--- config.mk ---
export PLATFORM = sky130hd
export DESIGN_NAME = keyed_cfg_port
export DESIGN_NICKNAME = d
export VERILOG_FILES = /design/src/rtl/cfg_port_pkg.sv /design/src/rtl/cfg_unlock_fsm.sv /design/src/rtl/cfg_global_regs.sv /design/src/rtl/cfg_chan_bank.sv /design/src/rtl/keyed_cfg_port.sv
export SDC_FILE = /design/constraint.sdc
export NUM_CORES = 1
export LEC_CHECK = 0
export BUFFER_PORTS_ARGS = -buffer_cell sky130_fd_sc_hd__clkbuf_2
export CORE_MARGIN = 4
export CORE_UTILIZATION = 45
export CTS_BUF_LIST = sky130_fd_sc_hd__clkbuf_4 sky130_fd_sc_hd__clkbuf_8 sky130_fd_sc_hd__clkbuf_16
export DETAILED_ROUTE_END_ITERATION = 16
export GPL_ROUTABILITY_DRIVEN = 0
export PLACE_DENSITY_LB_ADDON = 0.3
export SETUP_SLACK_MARGIN = 0.2
export SLEW_MARGIN = 5
export SYNTH_ARGS = -nofsm -noshare
export SYNTH_HDL_FRONTEND = slang
export SYNTH_HIERARCHICAL = 1
export SYNTH_SLANG_ARGS = --single-unit
--- constraint.sdc ---
create_clock -name clk -period 4.4 [get_ports clk]
set_clock_uncertainty 0.2 [all_clocks]
set_input_delay 0.22 -clock clk [delete_from_list [all_inputs] [get_ports clk]]
set_output_delay 0.22 -clock clk [all_outputs]
set_load 0.01 [all_outputs]
--- src/rtl/cfg_port_pkg.sv ---
package cfg_port_pkg;
  localparam logic [7:0] KEY_BYTE    = 8'h67;
  localparam logic [7:0] EXIT_BYTE   = 8'hAA;
  localparam logic [7:0] IDX_LDN     = 8'h07;
  localparam logic [7:0] IDX_VID_HI  = 8'h23;
  localparam logic [7:0] IDX_VID_LO  = 8'h24;
  localparam logic [7:0] IDX_CLKSEL  = 8'h25;
  localparam logic [7:0] IDX_ENABLE  = 8'h30;
  localparam logic [7:0] IDX_BASE_HI = 8'h60;
  localparam logic [7:0] IDX_BASE_LO = 8'h61;
  localparam logic [7:0] IDX_FIFO    = 8'hF6;
  localparam logic [7:0] NO_DATA     = 8'hFF;

  typedef enum logic [1:0] {
    LK_SHUT = 2'd0,
    LK_HALF = 2'd1,
    LK_OPEN = 2'd2
  } lock_state_e;
endpackage

--- src/rtl/cfg_unlock_fsm.sv ---
module cfg_unlock_fsm
  import cfg_port_pkg::*;
(
  input  logic       clk,
  input  logic       rst_n,
  input  logic       idx_wr,
  input  logic [7:0] wbyte,
  output logic       cfg_open
);
  lock_state_e state_q, state_d;

  always_comb begin
    state_d = state_q;
    if (idx_wr) begin
      case (state_q)
        LK_SHUT: state_d = (wbyte == KEY_BYTE) ? LK_HALF : LK_SHUT;
        LK_HALF: state_d = (wbyte == KEY_BYTE) ? LK_OPEN : LK_SHUT;
        LK_OPEN: state_d = (wbyte == EXIT_BYTE) ? LK_SHUT : LK_OPEN;
        default: state_d = LK_SHUT;
      endcase
    end
  end

  always_ff @(posedge clk) begin
    if (!rst_n) state_q <= LK_SHUT;
    else        state_q <= state_d;
  end

  assign cfg_open = (state_q == LK_OPEN);
endmodule

--- src/rtl/cfg_global_regs.sv ---
module cfg_global_regs
  import cfg_port_pkg::*;
#(
  parameter logic [15:0] VENDOR_ID = 16'hA5C3
) (
  input  logic       clk,
  input  logic       rst_n,
  input  logic       wr_en,
  input  logic [7:0] index,
  input  logic [7:0] wdata,
  output logic [7:0] ldn,
  output logic [7:0] clk_sel,
  output logic       hit,
  output logic [7:0] rdata
);
  always_ff @(posedge clk) begin
    if (!rst_n) begin
      ldn     <= 8'h00;
      clk_sel <= 8'h00;
    end else if (wr_en) begin
      if (index == IDX_LDN)    ldn     <= wdata;
      if (index == IDX_CLKSEL) clk_sel <= wdata;
    end
  end

  always_comb begin
    hit   = 1'b1;
    rdata = NO_DATA;
    case (index)
      IDX_LDN:    rdata = ldn;
      IDX_CLKSEL: rdata = clk_sel;
      IDX_VID_HI: rdata = VENDOR_ID[15:8];
      IDX_VID_LO: rdata = VENDOR_ID[7:0];
      default:    hit   = 1'b0;
    endcase
  end
endmodule

--- src/rtl/cfg_chan_bank.sv ---
module cfg_chan_bank
  import cfg_port_pkg::*;
(
  input  logic        clk,
  input  logic        rst_n,
  input  logic        wr_en,
  input  logic [7:0]  index,
  input  logic [7:0]  wdata,
  output logic        enable,
  output logic [15:0] base,
  output logic [7:0]  fifo_mode,
  output logic        hit,
  output logic [7:0]  rdata
);
  always_ff @(posedge clk) begin
    if (!rst_n) begin
      enable    <= 1'b0;
      base      <= 16'h0000;
      fifo_mode <= 8'h00;
    end else if (wr_en) begin
      case (index)
        IDX_ENABLE:  enable      <= wdata[0];
        IDX_BASE_HI: base[15:8]  <= wdata;
        IDX_BASE_LO: base[7:0]   <= wdata;
        IDX_FIFO:    fifo_mode   <= wdata;
        default:     ;
      endcase
    end
  end

  always_comb begin
    hit   = 1'b1;
    rdata = NO_DATA;
    case (index)
      IDX_ENABLE:  rdata = {7'b0, enable};
      IDX_BASE_HI: rdata = base[15:8];
      IDX_BASE_LO: rdata = base[7:0];
      IDX_FIFO:    rdata = fifo_mode;
      default:     hit   = 1'b0;
    endcase
  end
endmodule

--- src/rtl/keyed_cfg_port.sv ---
module keyed_cfg_port
  import cfg_port_pkg::*;
#(
  parameter int          NCH       = 4,
  parameter logic [15:0] IDX_PORT  = 16'h004E,
  parameter logic [15:0] DAT_PORT  = 16'h004F,
  parameter logic [15:0] VENDOR_ID = 16'hA5C3
) (
  input  logic              clk,
  input  logic              rst_n,
  input  logic              req_valid,
  output logic              req_ready,
  input  logic              req_write,
  input  logic [15:0]       req_addr,
  input  logic [7:0]        req_wdata,
  output logic              rsp_valid,
  output logic [7:0]        rsp_rdata,
  output logic [NCH-1:0]    ch_enable,
  output logic [16*NCH-1:0] ch_base,
  output logic [8*NCH-1:0]  ch_fifo_mode,
  output logic [7:0]        clk_sel
);
  localparam int CH_W = (NCH > 1) ? $clog2(NCH) : 1;

  logic            idx_sel, dat_sel, idx_wr, dat_wr, rd_acc;
  logic            cfg_open;
  logic [7:0]      index_q;
  logic [7:0]      ldn;
  logic            ldn_ok;
  logic [CH_W-1:0] ch_pick;
  logic            glb_hit;
  logic [7:0]      glb_rdata;
  logic            bank_hit   [NCH];
  logic [7:0]      bank_rdata [NCH];
  logic [7:0]      rd_val;

  assign req_ready = 1'b1;
  assign idx_sel   = req_valid && (req_addr == IDX_PORT);
  assign dat_sel   = req_valid && (req_addr == DAT_PORT);
  assign idx_wr    = idx_sel && req_write;
  assign dat_wr    = dat_sel && req_write && cfg_open;
  assign rd_acc    = (idx_sel || dat_sel) && !req_write;

  cfg_unlock_fsm u_lock (
    .clk      (clk),
    .rst_n    (rst_n),
    .idx_wr   (idx_wr),
    .wbyte    (req_wdata),
    .cfg_open (cfg_open)
  );

  // Index register: only loaded while open; the exit byte is not stored.
  always_ff @(posedge clk) begin
    if (!rst_n)
      index_q <= 8'h00;
    else if (idx_wr && cfg_open && (req_wdata != EXIT_BYTE))
      index_q <= req_wdata;
  end

  cfg_global_regs #(.VENDOR_ID(VENDOR_ID)) u_glb (
    .clk     (clk),
    .rst_n   (rst_n),
    .wr_en   (dat_wr),
    .index   (index_q),
    .wdata   (req_wdata),
    .ldn     (ldn),
    .clk_sel (clk_sel),
    .hit     (glb_hit),
    .rdata   (glb_rdata)
  );

  assign ldn_ok  = (ldn < 8'(NCH));
  assign ch_pick = ldn[CH_W-1:0];

  for (genvar g = 0; g < NCH; g++) begin : g_bank
    logic bank_wr;
    assign bank_wr = dat_wr && ldn_ok && (ch_pick == CH_W'(g));

    cfg_chan_bank u_bank (
      .clk       (clk),
      .rst_n     (rst_n),
      .wr_en     (bank_wr),
      .index     (index_q),
      .wdata     (req_wdata),
      .enable    (ch_enable[g]),
      .base      (ch_base[16*g +: 16]),
      .fifo_mode (ch_fifo_mode[8*g +: 8]),
      .hit       (bank_hit[g]),
      .rdata     (bank_rdata[g])
    );
  end

  always_comb begin
    rd_val = NO_DATA;
    if (cfg_open) begin
      if (idx_sel)                          rd_val = index_q;
      else if (glb_hit)                     rd_val = glb_rdata;
      else if (ldn_ok && bank_hit[ch_pick]) rd_val = bank_rdata[ch_pick];
    end
  end

  always_ff @(posedge clk) begin
    if (!rst_n) begin
      rsp_valid <= 1'b0;
      rsp_rdata <= 8'h00;
    end else begin
      rsp_valid <= rd_acc;
      if (rd_acc) rsp_rdata <= rd_val;
    end
  end
endmodule

# Word-level counts from Yosys, hierarchy flattened
# Cells that the tools add are included.
dict set report op_classes {
  muxes 21
  reduce_logical 38
  n_eq_ne 18
  n_bitwise 1
  magnitude_cmp 2
}
# cell n
set op_table {}
lappend op_table {{8-bit case mux with 4 select lines} 5}
lappend op_table {{8-bit 2-to-1 mux} 6}
lappend op_table {{2-bit AND reduction} 18}
lappend op_table {{16-bit by 7-bit equality test with 1-bit output, second input constant} 2}
lappend op_table {{8-bit by 6-bit equality test with 1-bit output, second input constant} 4}
lappend op_table {{8-bit by 7-bit equality test with 1-bit output, second input constant} 3}
lappend op_table {{8-bit binary-select mux with 2-bit select} 1}
lappend op_table {{8-bit equality test, second input constant} 2}
lappend op_table {{1-bit logical AND} 14}
lappend op_table {{8-bit by 3-bit equality test with 1-bit output, second input constant} 1}
lappend op_table {{8-bit by 3-bit < comparator with 1-bit output, second input constant} 1}
lappend op_table {{8-bit != test, second input constant} 1}
lappend op_table {{4-bit OR reduction} 2}
lappend op_table {{2-bit equality test, second input constant} 3}
lappend op_table {{2-bit case mux with 3 select lines} 1}
lappend op_table {{1-bit 2-to-1 mux} 5}
lappend op_table {{2-bit by 1-bit equality test with 1-bit output, second input constant} 2}
lappend op_table {{2-bit logical NOT} 2}
lappend op_table {{2-bit 2-to-1 mux} 2}
lappend op_table {{3-bit greater-or-equal comparator, second input constant} 1}
lappend op_table {{2-bit NOT with 3-bit output} 1}
lappend op_table {{1-bit binary-select mux with 2-bit select} 1}
lappend op_table {{1-bit logical NOT} 1}
lappend op_table {{1-bit logical OR} 1}
dict set report word_totals {
  output_inout_bits 118
  word_cells 102
  inputBits 28
  regBits 135
}

# Logic depth before layout (Yosys ltp)
# Gate-level depths: netlist (run 1).
dict set report logic_depth {
  word_depth 11
  ltp_mapped 10
}

# By module
# Netlist (run 1), hierarchy kept.
# mod area_each_um2 seq_area_each_um2 cells_each n_inst
set modules_own_cells {}
lappend modules_own_cells {cfg_chan_bank 1256.2 500.5 142 4}
lappend modules_own_cells {keyed_cfg_port 1211.2 340.3 126 1}
lappend modules_own_cells {cfg_global_regs 887.1 320.3 100 1}
lappend modules_own_cells {cfg_unlock_fsm 158.9 40.0 17 1}

# Worst setup path before layout (run 1)
# Ideal clock, no wire load.
dict set report synth_timing {
  path_kind {register to register}
  start {register index_q[0]}
  end {register rsp_rdata[6]}
  setup_time_ns 0.070
  n_path_buf 1
  t_required_ns 4.130
  stages_incl_launch_ff 10
  slack_ns 1.759
  arrival_time_ns 2.371
  cell_sequence {dfxtp_1 -> and4bb_1 -> and2_1 -> buf_2 -> o21bai_4 -> mux4_2 -> nand4b_1 -> nor2_1 -> a211o_1 -> a21oi_1}
}
# element line
set synth_lines {}
lappend synth_lines {{start: declaration} keyed_cfg_port.sv:27} ;# logic [7:0] index_q;
lappend synth_lines {{start signal: assignment} keyed_cfg_port.sv:57} ;# index_q <= req_wdata;
lappend synth_lines {{end signal: assignment} keyed_cfg_port.sv:108} ;# if (rd_acc) rsp_rdata <= rd_val;
lappend synth_lines {{end: declaration} keyed_cfg_port.sv:17} ;# output logic [7:0] rsp_rdata,

==> impl_results.md, run 1 <==
- Commonest non-fill, non-tap cell in the layout: nand2_1
- Critical Path Fanout Max: 29
- Endpoint, Worst Hold: u_lock/state_q[1]
- Fin Setup TNS: 0 ps
- Worst Hold Class: in -> reg
- Clk root buf: clkbuf_16
- Max Clk Rate: between 300 and 400 MHz
- Starting Density: 0.458
- Distinct cells, synth: 57
- Nets: 970
- Final Util: 0.554
- Final setup violation count: 0
- H-tree levels: 4
- I/O pin cnt: 146
- Antenna-violating nets left: 0
- Routed vias: 6,736
- Slew at the pin closest to its max-slew limit: 986 ps
- Min-delay src: req_addr[0]
- Top-area cell type share of the netlist area: 0.371
- Synthesis-to-layout area growth: 20.9%
- First-pass DRT Iterations: 5
- Slew Limit Fails: 0
- Mapped Cells: 811
- Final hold vios: 0
- Post-CTS Setup Inserts: 0
- WHS: 99.5 ps
- Reg2reg setup slack: around 1100 ps
- Max VDD drop: 0.264 mV
- Primary FF master, synth: dfxtp_1
- FP Rows: 46
- Grt total ovfl: 0
- Tmin final: between 3000 and 4000 ps
- Antenna diode count: 0
- DRC Markers: 0
- Vias in the first global route: ~6,300
- HPWL Detailed: 15.6 mm
- Sequential area share after synthesis: 0.371
- Synth Net Count: 839
- Sink Count: 135
- Vias per cell: 5.75
- WHS Path Cells: 3
- First-pass GRT wire length: 35.0 mm
- Run status: completed
- Layout cells sized above 1: 0.238
- Clk slew on worst S/H paths: roughly 60 ps
- Post-synth EDFFs: 0
- RSZ-0062 raised after global routing: no
- Resized cells post-CTS: 0
- Die height: 135 um
- I/O Buffers: between 100 and 150
- Top cells by area, synth: dfxtp_1 (37%), mux2i_1 (16%), nand2_1 (10%)
- CTS tree: built
- Most frequent cells in the layout: nand2_1 (197), clkbuf_2 (143), dfxtp_1 (134)
- Antenna violations before repair: 0
- Relative slew margins: 0.340
- Aggregate routed wire length: 22.7 mm
- Core area: around 16,000 um^2
- CTS Buf Count: 17
- Pwr Density: 322 nW/um^2
- Required @ worst endpoint: about 4600 ps
- Post-DR wirelength/cell: 19.4 um
- Leak: between 3 and 4 nW
- #FFs+latches synth: 135
- Clock latency on the worst-skew pair: 420 ps
- Reg-to-Reg End: rsp_rdata[6]
- CP endpoint kind: flip-flop
- Post-Syn Area per Cell: approximately 9 um^2
- Reg-to-Reg Start: index_q[0]
- MaxCap Viol Count: 0
- Die area: 18,300 um^2
- Largest buffer count on any clock path: 2
- Mapped Area: 7280 um^2
- Worst Path Arrival: 3460 ps
- Setup crit start kind: flip-flop
- Fraction of registers with async set/reset: 0
- CP Class: reg -> reg
- First-iteration detailed-routing DRC count: 585
- Yosys warns: 6
- Area leader, netlist: dfxtp_1
- R2R depth: 8
- Tot GR Track Use: 0.244
- Largest net degree at the start of global routing: 93
- Period utilisation layout: 0.752
- Die width: roughly 140 um
[worst max-delay path: stages, from the launching register on]
cell and delay [ps]:
dfxtp_2 820, and4bb_1 280, and2_1 330, o21bai_4 310, mux4_2 510, nand4b_1 280
nor2_1 120, a211o_1 240, a21oi_1 120
[synthesized netlist by cell type (5+ instances only)]
master and instances:
nand2_1 197, dfxtp_1 135, mux2i_1 120, nand3_1 57, o311ai_1 28, a21boi_0 24, nor2_1 21, clkbuf_1 20
buf_2 18, a21oi_1 16, nor2b_1 15, inv_1 10, nand2b_1 10, a21boi_1 9, mux4_2 9, a211o_1 8
and2_1 8, o21ai_0 8, o211ai_1 7, nand4_1 6, and4bb_1 5, nand4_2 5, nor3b_1 5, nor4_2 5
[final cells by class]
| class | count | area (um^2) |
|---|---|---|
| Timing Repair Buffer | 155 | 808 |
| Sequential cell | 135 | 2700 |
| Fill cell | 1507 | 7080 |
| Inverter | 10 | 37.5 |
| Clock inverter | 8 | 118 |
| Clock buffer | 24 | 509 |
| Tap cell | 216 | 270 |
| Multi-Input combinational cell | 623 | 4350 |
[metrics by stage]
| stage | setup slack (ps) | cells | area, um^2 | total power [mW] |
|---|---|---|---|---|
| after detailed placement | 1130 | 1138 | 8160 | 1.34 |
| after global routing | 914 | 1171 | 8800 | 2.90 |
| after global placement | 1130 | 1138 | 8160 | 1.34 |
| final | 1090 | 1171 | 8800 | 2.83 |
| after CTS | 1140 | 1171 | 8800 | 2.84 |
| after floorplan | 1760 | 811 | 7280 | 1.29 |
[worst max path at each step]
stage	startpoint	to	slack [ps]
detailed placement	req_addr[8]	g_bank[1].u_bank/base[3]	1130
global placement	index_q[0]	rsp_rdata[2]	1130
CTS	index_q[0]	rsp_rdata[2]	1140
global route	index_q[0]	rsp_rdata[6]	910
floorplan	index_q[0]	rsp_rdata[6]	1760
finish	index_q[0]	rsp_rdata[6]	1090
[cells by family after synthesis]
kind of cell,share of synthesized area
AOI/OAI and AO/OA,0.134
xor gates and xnor gates,0.00120
buffers and inverters,0.0309
DFF,0.371
muxes,0.193
other,0.000515
and+or+nand+nor,0.269
[repair_timing]
action | 4_1_cts | 5_1_grt
hold buffers | 1 | 0
hold endpoints to repair | 1 | 0
setup endpoints to repair | 0 | 0
[per-layer routing]
metal,up-vias,part of all wire,track usage
li1,3217,-,-
met1,3214,0.44,0.349
met2,273,0.46,0.374
met3,32,0.077,0.0457
met4,0,0.018,0.0795
met5,-,0,0
[power breakdown]
part,internal (mW),leakage (nW),switching (mW)
sequential,1.22,1.09,0.000000976
combinational,0.0263,2.36,0.0683
clock,0.976,0.313,0.538
total,2.22,3.76,0.606
[registers in the layout, summed over array words and instances (netlist names)]
name	flops
g_bank.u_bank/base	64
rsp_rdata	8
u_glb/ldn	8
g_bank.u_bank/fifo_mode	32
u_glb/clk_sel	8
rsp_valid	1
u_lock/state_q	2
g_bank.u_bank/enable	4
index_q	8
Power figures use the tool's default switching activity.
==> run 2, diff against run 1 <==
ABC_AREA = 1   (was default)
clock period = 2.9 ns   (was 4.4 ns; I/O delays follow)
==> run 2 against run 1 <==
Effect of this change: maximum frequency is 33% higher; critical endpoint is now rsp_rdata[5]; total power is 49% higher; non-clock buffer count is 35 higher; cell area is 16% higher; global-route usage is 0.61 points higher; first-iteration DRC count is 38% higher; setup slack worse by 680 ps; worst hold slack worse by 37 ps; synthesized cell count is 71% higher.
==> impl_results.md, run 2 <==
- Multiplexer share of the synthesized area: 0
- Sink Count: ~140
- Final setup violation count: 0
- I/O pin cnt: 146
- Die width: 145 um
- First-iteration detailed-routing DRC count: 807
- MaxCap Viol Count: 0
- Max Clk Rate: 401 MHz
- Run status: completed
- Relative slew margins: 0.554
- CTS tree: built
- Commonest cells in the netlist: nand2_1 (396), nor2_1 (325), inv_1 (168)
- Post-Syn Area per Cell: roughly 6.1 um^2
- CTS Buf Count: 17
- Synth Area in Compound Gates: 0.0465
- Top cells by area, synth: dfxtp_1 (32%), nand2_1 (18%), nor2_1 (14%)
- Final WS setup: between 400 and 500 ps
- Post-synthesis simple-gate area fraction: 0.519
- Required @ worst endpoint: 3020 ps
- Worst Path Arrival: 2610 ps
- Clock latency on the worst-skew pair: 430 ps
- Starting Density: 0.464
- Die height: 145 um
- XOR/XNOR share of the synthesized area: 0
- Sequential area share after synthesis: 0.320
- Clk root buf: clkbuf_16
- Grt total ovfl: 0
- Distinct cells, synth: 30
- CP endpoint kind: flip-flop
- Largest family of logic cells by synthesized area: simple AND/OR/NAND/NOR gates
- Mapped Area: 8440 um^2
- Antenna violations before repair: 0
- Pwr Density: 414 nW/um^2
- Largest Register: g_bank.u_bank/base
- First-pass DRT Iterations: 7
- HPWL Detailed: 19.2 mm
- Critical Path Fanout Max: 16
- Fin Setup TNS: 0 ps
- Largest registers: g_bank.u_bank/base x64, g_bank.u_bank/fifo_mode x32
- Post-route insts no fill: 1,797
- Clk slew on worst S/H paths: 60 ps
- Aggregate routed wire length: 27.1 mm
- Mapped Cells: 1,390
- Layout cells sized above 1: 0.188
- Fillers: around 1,800
- FP Rows: between 40 and 50
- Yosys warns: 6
- Count leader, synth: nand2_1
- Max reg flops: 64
- Core area: 18,200 um^2
- Largest buffer count on any clock path: 2
- Top-area cell type share of the netlist area: 0.320
- Setup crit start kind: flip-flop
- Largest net degree at the start of global routing: 64
- DP Worst Slack: between 200 and 250 ps
- Antenna-violating nets left: 0
- Final hold vios: 0
- Worst Hold Class: in -> reg
- Period utilisation layout: 0.859
- Vias in the first global route: between 8,000 and 9,000
- Die area: 21,000 um^2
- CP Class: reg -> reg
- Final Util: 0.559
- Vias per cell: a little over 5
- Routed vias: 9,200
- Synthesis-to-layout area growth: 20.5%
- #FFs+latches synth: 135
- Synth Area in Adders: 0
- Fraction of registers with async set/reset: 0
- First-pass GRT wire length: 43.0 mm
- Primary FF master, synth: dfxtp_1
- Synth Net Count: between 1,000 and 1,500
- Max VDD drop: 0.396 mV
- Slew Limit Fails: 0
- Leak: 4.77 nW
- Nets: roughly 1,600
- H-tree levels: 4
- Tmin final: 2490 ps
- Most frequent cells in the layout: nand2_1 (396), nor2_1 (325), inv_1 (168)
- Antenna diode count: 0
- Commonest non-fill, non-tap cell in the layout: nand2_1
- Post-DR wirelength/cell: 15.1 um
- Placed Instances: 1,761
- Post-synth EDFFs: 0
- RSZ-0062 raised after global routing: no
- Area leader, netlist: dfxtp_1
- Tot GR Track Use: 0.250
- I/O Buffers: 144
- DRC Markers: 0
- Slew at the pin closest to its max-slew limit: 669 ps
[run 2: cell type report]
type / count / area [um^2] / share of cell area
Clock buffer: 19 / 447 / 0.0439
Clock inverter: 13 / 148 / 0.0145
Inverter: 173 / 649 / 0.0638
Multi-Input combinational cell: 1038 / 4800 / 0.471
Sequential cell: 135 / 2710 / 0.266
Tap cell: 229 / 287 / 0.0282
Timing Repair Buffer: 190 / 1140 / 0.112
[run 2: worst paths after layout]
| path | from | end | slack, ps | depth (start not counted) |
|---|---|---|---|---|
| setup / recovery | index_q[5] | rsp_rdata[5] | 410 | 14 |
| setup reg to reg | index_q[5] | rsp_rdata[5] | 410 | 14 |
| hold reg to reg | g_bank[2].u_bank/fifo_mode[5] | g_bank[2].u_bank/fifo_mode[5] | 280 | 2 |
| hold / removal | rst_n | g_bank[3].u_bank/base[11] | 60 | 3 |
[run 2: critical path, stage by stage, from the launching register on]
cell and delay (ps):
dfxtp_1 460, buf_12 170, inv_1 50, nand2_1 110, nor2_4 60, nand2_1 130, nand2_1 110, inv_1 110
nand2_4 70, inv_1 320, nand4_1 230, nor2_1 150, nor2_1 50, nor2_1 100, nor2_1 40
[run 2: metal layers]
metal | up-vias | track usage | wire length (um)
li1 | 4646 | - | -
met1 | 4131 | 0.328 | 11800
met2 | 359 | 0.416 | 12700
met3 | 64 | 0.0377 | 1780
met4 | 0 | 0.101 | 836
met5 | - | 0 | 0
[run 2: metrics by stage]
stage | area (um^2) | power, mW | hold slack (ps)
final | 10200 | 4.21 | 62.9
after global routing | 10200 | 4.33 | 70.8
after CTS | 10200 | 4.24 | 38.3
after detailed placement | 9540 | 2.06 | 277
after global placement | 9540 | 2.06 | 272
after floorplan | 8440 | 1.96 | 76.6
[run 2: timing repair]
item | CTS | global route
gates resized for setup | 0 | 3
hold buffers | 4 | 0
setup endpoints to repair | 0 | 8
buffers inserted | 0 | 0
hold endpoints to repair | 6 | 0
[run 2: logic make-up (layout without fill, tap and decap cells)]
family,after synthesis,count (layout)
buffers and inverters,217,395
other,1,1
and+or+nand+nor,975,975
AOI/OAI and AO/OA,62,62
DFF,135,135
[run 2: where the power goes]
part	internal (mW)	leakage (nW)	switching (mW)
combinational	0.0482	3.40	0.124
clock	1.30	0.280	0.879
sequential	1.85	1.09	0.00000103
==> run 3, diff against run 2 <==
SYNTH_HIERARCHICAL = default   (was 1)
clock period = 2.8 ns   (was 2.9 ns; I/O delays follow)
==> run 3 against run 2 <==
Effect of this change: cell count shrank 29%; non-clock buffer count down 27; global-route usage rose by 2.1 points; largest power group unchanged; highest routed layer unchanged.
==> impl_results.md, run 3 <==
- Post-Syn Area per Cell: 6.90 um^2
- DP Worst Slack: about 410 ps
- CP dominant cell by count: nand2_1
- Setup crit start kind: flip-flop
- Clock latency on the worst-skew pair: 430 ps
- Most frequent cells in the layout: nor2_1 (242), clkbuf_2 (143), dfxtp_1 (135)
- Yosys warns: 0
- CTS tree: built
- Commonest non-fill, non-tap cell in the layout: nor2_1
- Vias per cell: 5.53
- Post-DR wirelength/cell: approximately 18 um
- Aggregate routed wire length: between 20 and 25 mm
- Synthesis-to-layout area growth: 24.1%
- Antenna violations before repair: 0
- CP max stage delay: 380 ps
- WHS Path Cells: 6
- Worst path slowest cell: inv_2
- Die area: approximately 16,000 um^2
- Required @ worst endpoint: slightly below 3000 ps
- Period utilisation layout: 0.879
- Commonest cells in the netlist: nor2_1 (242), dfxtp_1 (135), o21ai_0 (125)
- Area leader, netlist: dfxtp_1
- Nets: 1,110
- Critical Path Fanout Max: 25
- Routed vias: 7,045
- Sequential area share after synthesis: 0.414
- Worst-path cell chain: inv_1 > nand2_1 > nor2_1 > nand2_1 > inv_2 > nand2_1 > nand4_1 > nand3_1 > nand3_1 > o211ai_1 > a21oi_1
- Worst Hold Class: in -> reg
- Core area: 14,000 um^2
- Reg-to-Reg Start: index_q[3]
- Max VDD drop: 0.596 mV
- I/O pin cnt: 146
- Layout cells sized above 1: 0.214
- Post-synth EDFFs: 0
- Pwr Density: 556 nW/um^2
- Antenna diode count: 0
- Antenna-violating nets left: 0
- First-pass GRT wire length: around 35 mm
- HPWL Detailed: 15.8 mm
- Final hold vios: 0
- Slew Limit Fails: 0
- Vias in the first global route: 6,442
- Tot GR Track Use: 0.271
- Largest registers: g_bank.u_bank.base x64, g_bank.u_bank.fifo_mode x32
- Die height: between 100 and 150 um
- Worst path top cell family by delay: simple AND/OR/NAND/NOR gates
- Sink Count: 135
- Count leader, synth: nor2_1
- Max Clk Rate: 406 MHz
- WP buf/inv: 2
- Worst Path Arrival: about 2600 ps
- Clk slew on worst S/H paths: ~60 ps
- Top cells by area, synth: dfxtp_1 (41%), nor2_1 (14%), o21ai_0 (9.6%)
- Grt total ovfl: 0
- Fin Setup TNS: 0 ps
- Mapped Cells: about 950
- Placed Instances: ~1,200
- Min-delay src: req_valid
- MaxCap Viol Count: 0
- Die width: about 130 um
- Fillers: 1,326
- H-tree levels: 4
- Mapped Area: 6530 um^2
- Largest net degree at the start of global routing: between 100 and 150
- Leak: 3.70 nW
- RSZ-0062 raised after global routing: no
- Reg2reg setup slack: 340 ps
- Max reg flops: 64
- Post-route insts no fill: 1,275
- Primary FF master, synth: dfxtp_1
- DRC Markers: 0
- Endpoint, Worst Hold: rsp_rdata[5]
- CP Class: reg -> reg
- First-iteration detailed-routing DRC count: between 800 and 900
- CTS Buf Count: 17
- Starting Density: 0.465
- First-pass DRT Iterations: 7
- Largest Register: g_bank.u_bank.base
- Tmin final: 2460 ps
- Relative slew margins: 0.432
- WHS: between 50 and 60 ps
- Fraction of registers with async set/reset: 0
- Synth Net Count: 974
- CP endpoint kind: flip-flop
- Run status: completed
- Reg-to-Reg End: rsp_rdata[1]
- I/O Buffers: 144
- R2R depth: 11
- #FFs+latches synth: 135
- Final WS setup: 340 ps
- Distinct cells, synth: 36
- Largest buffer count on any clock path: 2
- FP Rows: 43
- Final setup violation count: 0
- Slew at the pin closest to its max-slew limit: between 800 and 900 ps
- Top-area cell type share of the netlist area: 0.414
- Clk root buf: clkbuf_16
## run 3: cell types whose count changed after synthesis, moves of 16 or more
| cell | before | now |
|---|---|---|
| a21boi_1 | 32 | 0 |
| a21oi_1 | 7 | 35 |
| clkbuf_1 | 7 | 23 |
| inv_1 | 168 | 72 |
| nand2_1 | 396 | 124 |
| nand2_2 | 17 | 1 |
| nand3_1 | 128 | 55 |
| nor2_1 | 325 | 242 |
| o21ai_0 | 14 | 125 |
## run 3: layer usage
layer  part of all wire  routed length, um  GRT usage  vias up
met5                  0                  0          0        -
li1                   -                  -          -     3379
met3              0.092               2050     0.0697       63
met1               0.43               9570      0.368     3228
met4              0.033                733      0.104        0
met2               0.45              10000      0.416      375
## run 3: what timing repair did
item | 4_1_cts | 5_1_grt
hold endpoints to repair | 14 | 0
resized for setup | 0 | 1
hold buffers | 6 | 0
setup endpoints to repair | 0 | 8
setup buffers | 0 | 2
## run 3: logic make-up after synthesis
group | synth area share
DFF | 0.414
AOI/OAI and AO/OA | 0.150
buffers and inverters | 0.0838
and+or+nand+nor | 0.351
other | 0.000575
## run 3: cell type report
type / instances / area (um^2) / area share
Inverter: 87 / 328 / 0.0405
Multi-Input combinational cell: 678 / 3280 / 0.405
Tap cell: 180 / 225 / 0.0278
Clock buffer: 19 / 447 / 0.0552
Clock inverter: 13 / 203 / 0.0250
Timing Repair Buffer: 163 / 916 / 0.113
Sequential cell: 135 / 2700 / 0.334
## run 3: per-stage QoR
| step | util | power (mW) | area [um^2] |
|---|---|---|---|
| 4_1_cts | 0.575 | 4.52 | 8070 |
| 6_report | 0.577 | 4.50 | 8100 |
| 3_5_place_dp | 0.524 | 2.08 | 7360 |
| 3_3_place_gp | 0.524 | 2.08 | 7360 |
| 5_1_grt | 0.577 | 4.60 | 8100 |
| 2_1_floorplan | - | 2.02 | 6530 |
## run 3: worst min-delay path, stage by stage
cell and delay, ps:
clkbuf_2 100, inv_1 90, nor3_4 70, nor2_1 100, nand2_1 60, a21oi_1 110
## run 3: worst max-delay path by stage
stage	from	to	slack (ps)	cells past startpoint
2_1_floorplan	u_glb.ldn[7]	g_bank[1].u_bank.fifo_mode[1]	890	8
3_3_place_gp	index_q[6]	rsp_rdata[1]	420	10
3_5_place_dp	index_q[1]	rsp_rdata[4]	410	13
4_1_cts	req_addr[0]	index_q[5]	280	9
5_1_grt	index_q[3]	rsp_rdata[3]	210	13
6_report	index_q[3]	rsp_rdata[1]	340	11
## run 3: power breakdown
group / internal (mW) / total [mW] / switching, mW
registers: 1.92 / 1.92 / 0.00000153
logic: 0.0303 / 0.121 / 0.0910
clock network: 1.61 / 2.46 / 0.855
total: 3.56 / 4.50 / 0.946
